==> config.mk <==
export PLATFORM = sky130hd
export DESIGN_NAME = tstamp_latch_counter
export DESIGN_NICKNAME = d
export VERILOG_FILES = /design/src/rtl/tstamp_latch_counter.sv
export SDC_FILE = /design/constraint.sdc
export NUM_CORES = 1
export LEC_CHECK = 0
export BUFFER_PORTS_ARGS = -buffer_cell sky130_fd_sc_hd__buf_2
export CORE_UTILIZATION = 53
export DETAILED_ROUTE_END_ITERATION = 16
export GPL_ROUTABILITY_DRIVEN = 0
export PLACE_DENSITY = 0.77
export SLEW_MARGIN = 20
export SYNTH_ARGS = -nofsm -noshare
export SYNTH_HDL_FRONTEND = slang
export SYNTH_SLANG_ARGS = --single-unit
export TNS_END_PERCENT = 20
==> constraint.sdc <==
create_clock -name clk -period 2.7 [get_ports clk]
set_input_delay 0 -clock clk [delete_from_list [all_inputs] [get_ports clk]]
set_output_delay 0 -clock clk [all_outputs]
set_load 0.03 [all_outputs]
==> src/rtl/tstamp_latch_counter.sv <==
module tstamp_latch_counter #(
  parameter int CNT_W  = 40,
  parameter int DATA_W = 32,
  parameter int ADDR_W = 8,
  parameter int EN_BIT = 8,
  parameter logic [ADDR_W-1:0] LO_ADDR = 8'h60,
  parameter logic [ADDR_W-1:0] HI_ADDR = 8'h64
) (
  input  logic              clk,
  input  logic              rst_n,
  input  logic              tick_i,
  input  logic              rd_en_i,
  input  logic              wr_en_i,
  input  logic [ADDR_W-1:0] addr_i,
  input  logic [DATA_W-1:0] wdata_i,
  output logic [DATA_W-1:0] rdata_o
);

  localparam int HI_W = CNT_W - DATA_W;
  localparam logic [CNT_W-1:0] STEP = CNT_W'(1);

  logic [CNT_W-1:0]  cnt_q;
  logic [HI_W-1:0]   snap_q;
  logic              run_q;
  logic [DATA_W-1:0] hi_word;
  logic [DATA_W-1:0] rd_mux;

  wire lo_hit = (addr_i == LO_ADDR);
  wire hi_hit = (addr_i == HI_ADDR);
  wire adv    = run_q && tick_i;
  wire grab   = rd_en_i && lo_hit;

  always_ff @(posedge clk) begin
    if (!rst_n)   cnt_q <= '0;
    else if (adv) cnt_q <= cnt_q + STEP;
  end

  always_ff @(posedge clk) begin
    if (!rst_n)    snap_q <= '0;
    else if (grab) snap_q <= cnt_q[CNT_W-1:DATA_W];
  end

  always_ff @(posedge clk) begin
    if (!rst_n)                  run_q <= 1'b0;
    else if (wr_en_i && hi_hit)  run_q <= wdata_i[EN_BIT];
  end

  always_comb begin
    hi_word = '0;
    hi_word[HI_W-1:0] = snap_q;
    hi_word[EN_BIT] = run_q;
  end

  always_comb begin
    rd_mux = '0;
    if (rd_en_i) begin
      if (lo_hit)      rd_mux = cnt_q[DATA_W-1:0];
      else if (hi_hit) rd_mux = hi_word;
    end
  end

  always_ff @(posedge clk) begin
    if (!rst_n) rdata_o <= '0;
    else        rdata_o <= rd_mux;
  end

  a_r2_step: assert property (@(posedge clk) disable iff (!rst_n)
    (run_q && tick_i) |=> (cnt_q == $past(cnt_q) + STEP));

  a_r3_hold: assert property (@(posedge clk) disable iff (!rst_n)
    !(run_q && tick_i) |=> $stable(cnt_q));

  a_r4_idle_zero: assert property (@(posedge clk) disable iff (!rst_n)
    !rd_en_i |=> (rdata_o == '0));

  a_r5_snapshot: assert property (@(posedge clk) disable iff (!rst_n)
    (rd_en_i && addr_i == LO_ADDR) |=> (snap_q == $past(cnt_q[CNT_W-1:DATA_W])));

  a_r6_shadow_kept: assert property (@(posedge clk) disable iff (!rst_n)
    !(rd_en_i && addr_i == LO_ADDR) |=> $stable(snap_q));

  a_r8_enable_write: assert property (@(posedge clk) disable iff (!rst_n)
    (wr_en_i && addr_i == HI_ADDR) |=> (run_q == $past(wdata_i[EN_BIT])));

  a_r9_wrap: assert property (@(posedge clk) disable iff (!rst_n)
    (run_q && tick_i && (&cnt_q)) |=> (cnt_q == '0));

endmodule

==> results_dict.tcl <==
set metrics [dict create \
    rsz0062_at_grt "no" \
    worstMarginPinSlew_ns 0.674 \
    nets 433 \
    crit_top_cell "or4_1" \
    synth_area_um2 3260 \
    finalNonFillerCells 467 \
    syn_avg_cell_area_um2 9.55 \
    timing.rr.start "run_q" \
    cpPeakStageDelay_ns 0.81 \
    core_um2 5920 \
    start_util_pct 55.0 \
    wire_per_inst_um 14.6 \
    fin_crit_ns 2.29 \
    post-route-period-util_pct 84.9 \
    first_iter_violations 169 \
    p_per_area_nw_per_um2 542 \
    synth-edff-count 0 \
    dieArea_um2 6460 \
    skew_ns 0.00989 \
    grt_pass1_vias 2456 \
    cp_cell_sequence "nand4_1 -> or4_1 -> or4_1 -> a21oi_1" \
    synth_seq_cells 81 \
    setup_ws_ns 0.407 \
    cts_made_buffers 9 \
    syn-instance-count 341 \
    worstSetupStartpointType "flop" \
    diodes 0 \
    route.detailed.drc 0 \
    postSynthNetCount 387 \
    max_freq_mhz 436 \
    grt_antenna_before_repair 0 \
    hold_depth 3 \
    totalWireLength_mm 6.83 \
    dp_slack_ns 0.475 \
    path_class "flop to flop" \
    yosysUniqueCellTypes 40 \
    ios 77 \
    cts_num_sinks 81 \
    min_to "cnt_q[20]" \
    dp_hpwl_mm 4.66 \
    ys_async_sr_fraction_pct 0 \
    p_sw_mw 0.441 \
    post_cts_buffers 0 \
    rows 28 \
    synth_area_leaders "dfxtp_1, or4_1, mux2i_1" \
    cts_tree "built" \
    grt_max_degree 24 \
    multiInputGateArea_um2 1490 \
    clockBufferDepth 2 \
    die_w_um 80.4 \
    yosysTopAreaCell "dfxtp_1" \
    vias 2690 \
    grt_overflow_total 0 \
    first_pass_iters 4 \
    ff2ff_setup_slack_ns 0.41 \
    clkTransAtPathRegs_ns 0.08 \
    max_cap_violations 0 \
    hold_slack_ns 0.0396 \
    status "finished clean" \
    utilization_pct 63.2 \
    leakagePower_nw 1.44 \
    min-delay-path-class "primary input to flop" \
    gr-usage-all-layers_pct 23.0 \
    slowest_stage "or4_1" \
    ant_nets 0 \
    ff2ff_path_depth 4 \
    fillers 531 \
    drive_gt1_share_pct 20.7 \
    cp_max_fo 16 \
    comb_power_share_pct 2.0 \
    root_buffer "clkbuf_8" \
    yosysWarnings 0 \
    cts_max_level 3 \
    hold_viol 0 \
    p_sw_share_pct 21.7 \
    relSlewSlack_pct 54.9 \
    vdd_drop_max_mv 0.430 \
    yosys.area.top_type_share_pct 49.8 \
    finalSetupViolations 0 \
    dp.cells 448 \
    slew_viol_final 0 \
    area_growth_pct 14.8 \
    vias_per_cell 5.76 \
    clkLatencyLatePin_ns 0.34 \
    critPathRequiredTime_ns 2.98 \
    synth_ff_type "dfxtp_1" \
    ys_seq_area_share_pct 49.8 \
    min_from "rst_n" \
    grt_pass1_wl_mm 11.4 \
    endpoint_kind "flop" \
    worstPathArrival_ns 2.57 \
    r2r-end "cnt_q[34]" \
    setup_tns_ns 0 \
    clockPowerShare_pct 39.2 \
    regArea_um2 1620 \
    port_buffers 45 \
    p_seq_share_pct 58.9 \
    fp.dieH_um 80.4 \
    p_int_mw 1.59 \
]
## layer usage
metal  up-vias  track usage [%]  wire, um
met4         0             8.57        69
met5         -                0         0
met3         6             3.75       294
li1       1332                -         -
met2        66             37.9      3300
met1      1286             30.1      3160
## power by group through the flow
stage	Combinational (mW)	Clock, mW	Sequential [mW]
after floorplan	0.0173	0	1.22
after detailed placement	0.0360	0	1.22
after global placement	0.0354	0	1.22
after global routing	0.0425	0.863	1.19
after CTS	0.0395	0.814	1.19
final	0.0396	0.795	1.19
## final cells by class
class                           instances  area share, %
Timing Repair Buffer                   55           8.23
Tap cell                               75           2.51
Multi-Input combinational cell        228           39.8
Sequential cell                        81           43.4
Clock buffer                           11           4.05
Clock inverter                          5          0.803
Inverter                               12           1.20
## worst max-delay path, delay by kind of cell (launching register included)
family	cells	cell delay, ns
AOI/OAI and AO/OA	1	0.14
DFF	1	0.48
and+or+nand+nor	3	1.60
## cell usage in the layout, fill, tap and decap left out
cell,netlist,routed
a21oi_1,25,25
a22o_1,8,8
a22o_2,1,1
and2_1,15,15
and2_2,1,1
and3_2,1,1
and4_1,3,3
and4_2,1,1
buf_2,2,45
buf_4,0,7
clkbuf_8,0,11
clkinv_1,1,1
clkinv_2,0,3
clkinvlp_4,0,2
dfxtp_1,81,81
dlygate4sd3_1,1,3
ha_1,1,1
inv_1,11,11
mux2i_1,15,15
nand2_1,19,19
nand2b_1,5,5
nand3_1,13,13
nand4_1,14,14
nand4_2,1,1
nand4_4,2,2
nor2_1,20,20
nor3_1,8,8
nor3b_1,1,1
nor4_1,6,6
nor4b_2,1,1
o21ai_0,7,7
o31ai_1,17,17
or2_2,1,1
or3_1,8,8
or3_2,1,1
or4_1,21,21
or4_2,2,2
or4_4,1,1
xnor2_1,2,2
xor2_1,7,7
## cells in the mapped netlist (all sizes together), types with 7 or more instances
cell	instances
nand3	13
nand4	17
nand2	19
or4	24
nor2	20
a22o	9
xor2	7
or3	9
clkbuf	14
and2	16
o21ai	7
dfxtp	81
o31ai	17
mux2i	15
a21oi	25
nor3	8
inv	11
## what timing repair did
action,4_1_cts,5_1_grt
hold buffers,3,0
resized for setup,0,0
hold endpoints to repair,9,0
## per-stage QoR
step           area (um^2)  power, mW
4_1_cts               3740       2.05
2_1_floorplan         3260       1.24
6_report              3740       2.03
3_5_place_dp          3530       1.26
3_3_place_gp          3530       1.26
5_1_grt               3740       2.10
## worst max-delay path by stage
stage | slack, ns | from | to | cells past startpoint
global route | 0.27 | run_q | cnt_q[34] | 4
finish | 0.41 | run_q | cnt_q[34] | 4
CTS | 0.44 | run_q | cnt_q[34] | 4
detailed placement | 0.48 | run_q | cnt_q[34] | 4
global placement | 0.50 | run_q | cnt_q[34] | 4
floorplan | 0.78 | cnt_q[0] | cnt_q[34] | 6
## registers in the layout, indices dropped and copies added, names as in the netlist
signal   cells
cnt_q       40
rdata_o     32
run_q        1
snap_q       8
## cell families after synthesis
group           count (synthesis)  share of synthesized area (%)
simple gates                  145                           27.0
buf+inv                        32                           4.46
fa+ha+maj                       1                          0.384
xor+xnor                        9                           2.42
mux                            15                           4.61
flops                          81                           49.8
compound gates                 58                           11.3
Power figures use the tool's default switching activity.
